--- src/rtl/clamp_seq_pkg.sv ---
package clamp_seq_pkg;

  localparam int unsigned POS_W = 2;

  typedef struct packed {
    logic [POS_W-1:0] pos;
    logic             ref_en;
  } pix_cfg_t;

  localparam logic REF_EN_RST = 1'b1;

endpackage

--- src/rtl/vsmp_edge.sv ---
module vsmp_edge (
  input  logic clk,
  input  logic rst_n,
  input  logic vsmp_i,
  output logic rise_o,
  output logic fall_o
);

  logic vsmp_q;

  always_ff @(posedge clk or negedge rst_n) begin
    if (!rst_n) begin
      vsmp_q <= 1'b0;
    end else begin
      vsmp_q <= vsmp_i;
    end
  end

  assign rise_o = vsmp_i & ~vsmp_q;
  assign fall_o = ~vsmp_i & vsmp_q;

endmodule

--- src/rtl/clamp_capture.sv ---
module clamp_capture
  import clamp_seq_pkg::*;
(
  input  logic             clk,
  input  logic             rst_n,
  input  logic             rise_i,
  input  logic             clamp_pin_i,
  input  logic             auto_cyc_i,
  input  logic             clamp_int_i,
  input  logic [POS_W-1:0] pos_sel_i,
  input  logic             ref_en_i,
  output logic             req_o,
  output pix_cfg_t         cfg_o
);

  logic     req_q, req_d;
  pix_cfg_t cfg_q, cfg_d;
  logic     cap_en;

  assign cap_en = rise_i;

  always_comb begin
    req_d = req_q;
    cfg_d = cfg_q;
    if (cap_en) begin
      req_d        = auto_cyc_i ? clamp_int_i : clamp_pin_i;
      cfg_d.pos    = pos_sel_i;
      cfg_d.ref_en = ref_en_i;
    end
  end

  always_ff @(posedge clk or negedge rst_n) begin
    if (!rst_n) begin
      req_q        <= 1'b0;
      cfg_q.pos    <= '0;
      cfg_q.ref_en <= REF_EN_RST;
    end else if (cap_en) begin
      req_q <= req_d;
      cfg_q <= cfg_d;
    end
  end

  assign req_o = req_q;
  assign cfg_o = cfg_q;

endmodule

--- src/rtl/strobe_timer.sv ---
module strobe_timer
  import clamp_seq_pkg::*;
(
  input  logic     clk,
  input  logic     rst_n,
  input  logic     fall_i,
  input  logic     req_i,
  input  pix_cfg_t cfg_i,
  output logic     clamp_o,
  output logic     rs_o
);

  logic             armed_q, armed_d;
  logic [POS_W-1:0] cnt_q, cnt_d;
  logic             act_req_q, act_req_d;
  pix_cfg_t         act_cfg_q, act_cfg_d;
  logic             clamp_q, clamp_d;
  logic             rs_q, rs_d;
  logic             fire;
  logic             sel_req, sel_ref;

  always_comb begin
    armed_d   = armed_q;
    cnt_d     = cnt_q;
    act_req_d = act_req_q;
    act_cfg_d = act_cfg_q;
    fire      = 1'b0;
    if (fall_i) begin
      act_req_d = req_i;
      act_cfg_d = cfg_i;
      if (cfg_i.pos == '0) begin
        fire    = 1'b1;
        armed_d = 1'b0;
      end else begin
        armed_d = 1'b1;
        cnt_d   = {{(POS_W-1){1'b0}}, 1'b1};
      end
    end else if (armed_q) begin
      if (cnt_q == act_cfg_q.pos) begin
        fire    = 1'b1;
        armed_d = 1'b0;
      end else begin
        cnt_d = cnt_q + 1'b1;
      end
    end
    sel_req = fall_i ? req_i        : act_req_q;
    sel_ref = fall_i ? cfg_i.ref_en : act_cfg_q.ref_en;
    clamp_d = fire & sel_req;
    rs_d    = fire & sel_ref;
  end

  always_ff @(posedge clk or negedge rst_n) begin
    if (!rst_n) begin
      armed_q          <= 1'b0;
      cnt_q            <= '0;
      act_req_q        <= 1'b0;
      act_cfg_q.pos    <= '0;
      act_cfg_q.ref_en <= REF_EN_RST;
      clamp_q          <= 1'b0;
      rs_q             <= 1'b0;
    end else begin
      armed_q   <= armed_d;
      cnt_q     <= cnt_d;
      act_req_q <= act_req_d;
      act_cfg_q <= act_cfg_d;
      clamp_q   <= clamp_d;
      rs_q      <= rs_d;
    end
  end

  assign clamp_o = clamp_q;
  assign rs_o    = rs_q;

endmodule

--- src/rtl/clamp_seq.sv ---
module clamp_seq
  import clamp_seq_pkg::*;
(
  input  logic             clk,
  input  logic             rst_n,
  input  logic             vsmp_i,
  input  logic             clamp_pin_i,
  input  logic             auto_cyc_i,
  input  logic             clamp_int_i,
  input  logic [POS_W-1:0] pos_sel_i,
  input  logic             ref_en_i,
  output logic             clamp_o,
  output logic             rs_o
);

  logic     rise, fall;
  logic     cap_req;
  pix_cfg_t cap_cfg;

  vsmp_edge u_edge (
    .clk    (clk),
    .rst_n  (rst_n),
    .vsmp_i (vsmp_i),
    .rise_o (rise),
    .fall_o (fall)
  );

  clamp_capture u_cap (
    .clk         (clk),
    .rst_n       (rst_n),
    .rise_i      (rise),
    .clamp_pin_i (clamp_pin_i),
    .auto_cyc_i  (auto_cyc_i),
    .clamp_int_i (clamp_int_i),
    .pos_sel_i   (pos_sel_i),
    .ref_en_i    (ref_en_i),
    .req_o       (cap_req),
    .cfg_o       (cap_cfg)
  );

  strobe_timer u_tmr (
    .clk     (clk),
    .rst_n   (rst_n),
    .fall_i  (fall),
    .req_i   (cap_req),
    .cfg_i   (cap_cfg),
    .clamp_o (clamp_o),
    .rs_o    (rs_o)
  );

endmodule

--- config.mk ---
export PLATFORM = sky130hd
export DESIGN_NAME = clamp_seq
export DESIGN_NICKNAME = d
export VERILOG_FILES = /design/src/rtl/clamp_seq_pkg.sv /design/src/rtl/vsmp_edge.sv /design/src/rtl/clamp_capture.sv /design/src/rtl/strobe_timer.sv /design/src/rtl/clamp_seq.sv
export SDC_FILE = /design/constraint.sdc
export NUM_CORES = 1
export LEC_CHECK = 0
export CORE_AREA = 8 8 45 47
export CTS_CLUSTER_DIAMETER = 80
export DETAILED_ROUTE_END_ITERATION = 12
export DIE_AREA = 0 0 53 55
export HOLD_SLACK_MARGIN = 0.03
export PLACE_DENSITY = 0.71
export SETUP_SLACK_MARGIN = 0.05
export SYNTH_ARGS = -nofsm -noshare
export SYNTH_HDL_FRONTEND = slang
export SYNTH_SLANG_ARGS = --single-unit
export TNS_END_PERCENT = 20
--- constraint.sdc ---
create_clock -name clk -period 3.2 [get_ports clk]
set_clock_uncertainty 0.1 [all_clocks]
set_input_delay 0.64 -clock clk [delete_from_list [all_inputs] [get_ports clk]]
set_output_delay 0.64 -clock clk [all_outputs]
set_load 0.03 [all_outputs]
; Word-level counts from Yosys, hierarchy flattened
; Index checks and enable logic that the tools add are counted.
[totals]
register_bits = 14
output_inout_bits = 2
[classes]
addsub = 1
eq_ne = 3
n_mux = 15
bitwise_logic = 6
reduce_logical = 3
[ops]
columns = cell, n
row1 = $mux 1, 11
row2 = $mux 2, 4
row3 = $and 1x1->1, 4
row4 = $reduce_and 3->1, 1
row5 = $add 2x1->2 const B, 1
row6 = $eq 2x2->1, 1
row7 = $logic_not 2->1, 1
row8 = $ne 2x1->1 const B, 1
row9 = $ne 2x2->1 const B, 1
row10 = $not 1->1, 2
row11 = $reduce_bool 2->1, 1

; Logic depth before layout (Yosys ltp)
; Gate-level depths: netlist of run 1.
[depth]
word_depth = 5
ltp_mapped = 5
mapped_depth_nobuf = 4

; By module
; Synthesis of run 1 repeated with hierarchy kept, for this count alone.
[unflattened]
hier_cells = 44
hier_area_um2 = 585.6
[modules_own_cells]
columns = mod, instances, cells_each, area_per_inst_um2, seq_area_each_um2
row1 = strobe_timer, 1, 31, 391.6, 226.5
row2 = clamp_capture, 1, 10, 153.9, 101.3
row3 = vsmp_edge, 1, 3, 40.0, 25.0

; Least setup slack after synthesis of run 1
; OpenSTA, ideal clock, no wires.
[synth_path]
path_type = input -> register
startpoint = in vsmp_i
endpoint = reg u_cap.cfg_q, in the netlist u_cap.cfg_o[1]
setup_time_ns = 0.125
t_arrival_ns = 1.269
required_ns = 2.975
path_slack_ns = 1.706
cell_stages = 2
path_cell_list = nor2b_1 > mux2_2
[synth_via]
elab_chain_len = 1
[synth_rtl]
columns = element, line_no
row1 = from (decl), clamp_seq.sv:6  ; input logic vsmp_i,
row2 = $and 1x1->1, vsmp_edge.sv:19  ; assign rise_o = vsmp_i & ~vsmp_q;
row3 = to (signal assigned), clamp_capture.sv:39  ; cfg_q <= cfg_d;
row4 = to (decl), clamp_capture.sv:17  ; pix_cfg_t cfg_q, cfg_d;
; Every way passes these cells.
; A chain may end at the register's enable or synchronous reset.

; Worst setup path after layout of run 1
[layout_path]
startpoint = reg u_tmr.rs_q (netlist: u_tmr.rs_o)
endpoint = out rs_o
[layout_rtl]
columns = element, line_no
row1 = from (decl), strobe_timer.sv:18  ; logic rs_q, rs_d;
row2 = from (signal assigned), strobe_timer.sv:67  ; rs_q <= rs_d;
row3 = to (decl), clamp_seq.sv:13  ; output logic rs_o
; No word-level cell between the ends.

==> flow_metrics.env, run 1 <==
export IMPL_wl_mm=1.010
export IMPL_period_share=0.6289
export IMPL_critPathBufInv=1
export IMPL_max_slew_margin_rel=0.6044
export IMPL_crit_chain="clkdlybuf4s50_1"
export IMPL_grt_pass1_vias=402
export IMPL_drive_above_1_share=0.1940
export IMPL_grt_overflow=0
export IMPL_synth_seq_cells=14
export IMPL_cts_htree_levels=1
export IMPL_start_util=0.4358
export IMPL_die_area_um2=2915
export IMPL_hp_class="reg -> reg"
export IMPL_max_stage_delay_ns=0.66
export IMPL_setup_tns_ns=0
export IMPL_gp_congestion=0.7141
export IMPL_worst_slew_pin_transition_ns=0.5916
export IMPL_layout_common_cells="nand2_1 (13), dfrtp_1 (12), clkdlybuf4s50_1 (10)"
export IMPL_yosys_warnings=0
export IMPL_worstPathRequired_ns=2.46
export IMPL_grt_pass1_wl_mm=1.725
export IMPL_cp_max_fo=1
export IMPL_synth_cell_area_um2=603.1
export IMPL_cp_arrival_ns=1.27
export IMPL_num_rows=14
export IMPL_final_area_um2=754.5
export IMPL_hold_viol_final=0
export IMPL_fp_dieH_um=55
export IMPL_fmax_mhz=496.9
export IMPL_crit_type="reg -> out"
export IMPL_seq_area_frac_synth=0.5851
export IMPL_fin_util=0.5452
export IMPL_netlist_instances=54
export IMPL_fp_coreArea_um2=1384
export IMPL_dr_total_vias=416
export IMPL_synth_top_area_frac=0.4979
export IMPL_cts_resized_gates=0
export IMPL_status="completed"
export IMPL_gr_usage_all_layers=0.08264
export IMPL_startpoint_type="flop"
export IMPL_clockPowerShare=0.250
export IMPL_grt_max_degree=15
export IMPL_drcViolationCount=0
export IMPL_dp_hpwl_um=783.1
export IMPL_avgRoutedWirePerCell_um=12.17
export IMPL_io_pins=11
export IMPL_rsz0062_at_grt="false"
export IMPL_first_pass_iters=4
export IMPL_syn_nets=63
export IMPL_switching_power_mw=0.1594
export IMPL_area_growth_pct=25.10
export IMPL_path_delay_family="buffers and inverters"
export IMPL_period_needed_ns=2.013
export IMPL_num_antenna_cells=0
export IMPL_root_buffer="clkbuf_4"
export IMPL_cp_end_kind="primary output"
export IMPL_p_seq_frac=0.498
export IMPL_clock_sinks=14
export IMPL_drt_antenna_violating_nets=0
export IMPL_clkTransAtPathRegs_ns=0.08
export IMPL_synth_area_leaders="dfrtp_1 (50%), dfstp_2 (8.7%), nand2_1 (8.1%)"
export IMPL_portBuffers=10
export IMPL_via_per_inst=5.012
export IMPL_cts_made_buffers=3
export IMPL_finalMaxSlewViolations=0
export IMPL_cts_hold_buf=0
export IMPL_yosysTopAreaCell="dfrtp_1"
export IMPL_ir_drop_uv=291.8
export IMPL_leakage_nw=0.3456
export IMPL_setup_viol=0
export IMPL_post_cts_setup_buffers=0
export IMPL_switching_share=0.3124
export IMPL_cts_buffer_depth=2
export IMPL_cpMaxStageDelayCell="clkdlybuf4s50_1"
export IMPL_cts_tree="done"
export IMPL_synth_cell_types=19
export IMPL_antenna_found_initial=0
export IMPL_p_int_mw=0.3509
export IMPL_avgSynthCellArea_um2=11.17
export IMPL_drtIter0Drc=3
export IMPL_placed_area_um2=718.2
export IMPL_final_common_cell="nand2_1"
export IMPL_p_comb_frac=0.252
export IMPL_nets=77
export IMPL_pwr_density_cell_nw_per_um2=676.4
export IMPL_clock_latency_ns=0.28
export IMPL_maxCapViolCount=0
export IMPL_die_w_um=53
-- area by class of cell --
class                           count  area, um2
Clock buffer                        4      36.28
Fill cell                         127      629.4
Inverter                            1      3.754
Multi-Input combinational cell     38      241.5
Sequential cell                    14      352.8
Tap cell                           16      20.02
Timing Repair Buffer               10      100.1
-- registers in the layout (all words and copies together) (netlist names) --
register,cells
u_edge.vsmp_q,1
u_cap.cfg_o,3
u_cap.req_o,1
u_tmr.cnt_q,2
u_tmr.rs_o,1
u_tmr.act_cfg_q,3
u_tmr.act_req_q,1
u_tmr.clamp_o,1
u_tmr.armed_q,1
-- cell families after synthesis --
logic type | share of synthesized area
xor gates and xnor gates | 0.05394
AOI/OAI and AO/OA | 0.08297
DFF | 0.5851
and+or+nand+nor | 0.1743
muxes | 0.08921
buffers and inverters | 0.01451
-- metal layers --
metal	GRT usage	part of all wire	vias to the layer above
met5	0	0	-
met4	0.06466	0.027	0
met3	0.03476	0.057	5
met2	0.1094	0.44	11
met1	0.1030	0.47	191
li1	-	-	209
-- cells in the mapped netlist, drive strengths merged --
cell type and count:
mux2i 2, nand3 1, dfstp 2, a32o 1, and2b 1, nand2b 1, a21oi 3, o22ai 1
nand4 2, o21ai 1, mux2 3, inv 1, nor2 5, nor2b 1, xor2 2, o211ai 1
nand2 13, buf 1, dfrtp 12
-- through the flow --
step / instances / power (mW) / hold slack [ns] / worst slack [ns]
floorplan: 54 / 0.3453 / 0.2444 / 1.706
global placement: 79 / 0.3821 / 0.3493 / 1.115
detailed placement: 79 / 0.3869 / 0.3501 / 1.063
CTS: 83 / 0.5144 / 0.3640 / 1.174
global route: 83 / 0.5449 / 0.3766 / 1.130
finish: 83 / 0.5103 / 0.3643 / 1.187
-- path summary, 6_finish.rpt --
| kind | from | cells past startpoint | slack (ns) | end |
|---|---|---|---|---|
| max | u_tmr.rs_o | 1 | 1.19 | rs_o |
| min | u_tmr.act_cfg_q[0] | 2 | 0.36 | u_tmr.act_cfg_q[0] |
| max reg2reg | u_tmr.cnt_q[0] | 4 | 1.81 | u_tmr.cnt_q[1] |
| min reg2reg | u_tmr.act_cfg_q[0] | 2 | 0.36 | u_tmr.act_cfg_q[0] |
| max in group asynchronous | rst_n | 1 | 1.99 | u_tmr.act_cfg_q[1] |
| min in group asynchronous | rst_n | 1 | 0.63 | u_tmr.rs_o |
-- power groups by stage --
stage / clock [mW] / sequential [mW] / combinational [mW]
after floorplan: 0 / 0.257 / 0.0880
after global placement: 0 / 0.258 / 0.125
after detailed placement: 0 / 0.258 / 0.128
after CTS: 0.130 / 0.255 / 0.129
after global routing: 0.142 / 0.260 / 0.143
final: 0.128 / 0.254 / 0.128
No activity file was read; power rests on OpenSTA's default activity.
==> run 2: changes to the inputs <==
==> constraint.sdc (replaced) <==
create_clock -name clk -period 1.89 [get_ports clk]
set_clock_uncertainty 0.1 [all_clocks]
set_input_delay 0.378 -clock clk [delete_from_list [all_inputs] [get_ports clk]]
set_output_delay 0.378 -clock clk [all_outputs]
set_load 0.03 [all_outputs]
==> flow_metrics.env, run 2 (same netlist as run 1, synthesis figures left out) <==
export IMPL_status="completed"
export IMPL_multiInputGateArea_um2=241.5
export IMPL_setup_viol=0
export IMPL_crit_type="reg -> out"
export IMPL_drt_antenna_violating_nets=0
export IMPL_max_slew_margin_rel=0.7628
export IMPL_cp_arrival_ns=1.26
export IMPL_path_delay_family="buffers and inverters"
export IMPL_p_seq_frac=0.526
export IMPL_ff2ff_path_depth=4
export IMPL_via_per_inst=4.835
export IMPL_grt_overflow=0
export IMPL_final_common_cell="nand2_1"
export IMPL_worst_slew_pin_transition_ns=0.3551
export IMPL_fp_coreArea_um2=1384
export IMPL_num_rows=14
export IMPL_cp_depth=1
export IMPL_cts_htree_levels=1
export IMPL_critPathBufInv=1
export IMPL_antenna_found_initial=0
export IMPL_period_needed_ns=1.735
export IMPL_die_area_um2=2915
export IMPL_drtIter0Drc=5
export IMPL_rsz0062_at_grt="false"
export IMPL_fp_dieH_um=55
export IMPL_dr_total_vias=411
export IMPL_area_growth_pct=25.93
export IMPL_worstPathRequired_ns=1.41
export IMPL_root_buffer="clkbuf_4"
export IMPL_cts_made_buffers=3
export IMPL_nets=79
export IMPL_startpoint_type="flop"
export IMPL_io_pins=11
export IMPL_portBuffers=10
export IMPL_grt_pass1_wl_mm=1.869
export IMPL_die_w_um=53
export IMPL_place_inst=81
export IMPL_clkTransAtPathRegs_ns=0.09
export IMPL_drcViolationCount=0
export IMPL_layout_common_cells="nand2_1 (13), dfrtp_1 (12), clkdlybuf4s50_1 (10)"
export IMPL_crit_end="clamp_o"
export IMPL_setup_tns_ns=0
export IMPL_grt_pass1_vias=451
export IMPL_gr_usage_all_layers=0.08643
export IMPL_ir_drop_uv=456.5
export IMPL_grt_max_degree=15
export IMPL_p_comb_frac=0.261
export IMPL_p_total_mw=0.8185
export IMPL_fmax_mhz=576.5
export IMPL_switching_share=0.3143
export IMPL_r2r_end="u_tmr.cnt_q[1]"
export IMPL_stdcell_count=85
export IMPL_num_antenna_cells=0
export IMPL_r2r_setup_slack_ns=0.56
export IMPL_drive_above_1_share=0.2029
export IMPL_cts_buffer_depth=2
export IMPL_ff_latch_area_um2=352.8
export IMPL_nFillCells=128
export IMPL_clock_sinks=14
export IMPL_leakage_nw=0.3489
export IMPL_first_pass_iters=4
export IMPL_p_int_mw=0.5613
export IMPL_gp_congestion=0.7076
export IMPL_clockPowerShare=0.213
export IMPL_cts_resized_gates=0
export IMPL_finalMaxSlewViolations=0
export IMPL_switching_power_mw=0.2573
export IMPL_clock_latency_ns=0.28
export IMPL_start_util=0.4358
export IMPL_reg2reg_from="u_tmr.act_cfg_q[2]"
export IMPL_cpMaxStageDelayCell="clkdlybuf4s50_1"
export IMPL_cp_startpoint="u_tmr.clamp_o"
export IMPL_cp_max_fo=1
export IMPL_cp_end_kind="primary output"
export IMPL_period_share=0.9177
export IMPL_hold_viol_final=0
export IMPL_post_cts_setup_buffers=0
export IMPL_pwr_density_cell_nw_per_um2=1078
export IMPL_avgRoutedWirePerCell_um=11.72
export IMPL_hp_class="in -> async"
export IMPL_crit_chain="clkdlybuf4s50_1"
export IMPL_wl_um=996
export IMPL_maxCapViolCount=0
export IMPL_cts_hold_buf=0
export IMPL_dp_hpwl_um=782.6
export IMPL_max_stage_delay_ns=0.66
export IMPL_cts_tree="done"
## run 2: cell count changes in the layout (fill, tap and decap cells not counted), sizes merged
cell  before  now
buf        0    2
## run 2: layout make-up
type | count | share of cell area
multi-input cells | 38 | 0.3180
repair buffers | 12 | 0.1516
well taps | 16 | 0.02636
inverters | 1 | 0.004942
flip-flops and latches | 14 | 0.4646
clock buffers | 4 | 0.03460
## run 2: stage by stage
stage,utilization,cell area (um2),setup slack [ns],hold slack [ns]
4_1_cts,0.5488,759.5,0.1367,0.2903
2_1_floorplan,-,603.1,0.6365,-0.01759
6_report,0.5488,759.5,0.1555,0.2921
5_1_grt,0.5488,759.5,0.09620,0.3083
3_5_place_dp,0.5298,733.2,0.07505,0.3651
3_3_place_gp,0.5298,733.2,0.1043,0.3491
## run 2: power groups by stage
stage	registers [mW]	logic, mW	clock network (mW)
final	0.431	0.214	0.174
after global routing	0.443	0.247	0.197
after CTS	0.431	0.218	0.182
after detailed placement	0.438	0.217	0
after global placement	0.436	0.214	0
after floorplan	0.436	0.149	0
## run 2: layer usage
| metal | wire (um) | vias up | part of all wire | track usage |
|---|---|---|---|---|
| met4 | 12 | 0 | 0.012 | 0.05172 |
| met1 | 475 | 190 | 0.48 | 0.1090 |
| met5 | 0 | - | 0 | 0 |
| li1 | - | 209 | - | - |
| met2 | 445 | 10 | 0.45 | 0.1211 |
| met3 | 62 | 2 | 0.062 | 0.03476 |
## run 2: worst min-delay path by stage
stage | start | to | slack (ns) | cells past startpoint
2_1_floorplan | rst_n | u_cap.cfg_o[1] | -0.02 | 0
3_3_place_gp | u_tmr.act_cfg_q[0] | u_tmr.act_cfg_q[0] | 0.35 | 2
3_5_place_dp | u_tmr.act_cfg_q[0] | u_tmr.act_cfg_q[0] | 0.37 | 2
4_1_cts | rst_n | u_tmr.cnt_q[1] | 0.29 | 2
5_1_grt | rst_n | u_tmr.cnt_q[1] | 0.31 | 2
6_report | rst_n | u_tmr.armed_q | 0.29 | 2
==> run 3: changes to the inputs <==
--- a/config.mk
+++ b/config.mk
@@ -7,6 +7,7 @@
 export LEC_CHECK = 0
 export CORE_AREA = 8 8 45 47
 export CTS_CLUSTER_DIAMETER = 80
+export CTS_CLUSTER_SIZE = 40
 export DETAILED_ROUTE_END_ITERATION = 12
 export DIE_AREA = 0 0 53 55
 export HOLD_SLACK_MARGIN = 0.03
==> results of run 3 <==
Same layout as run 2: the final DEF is identical, and so are final timing and power.
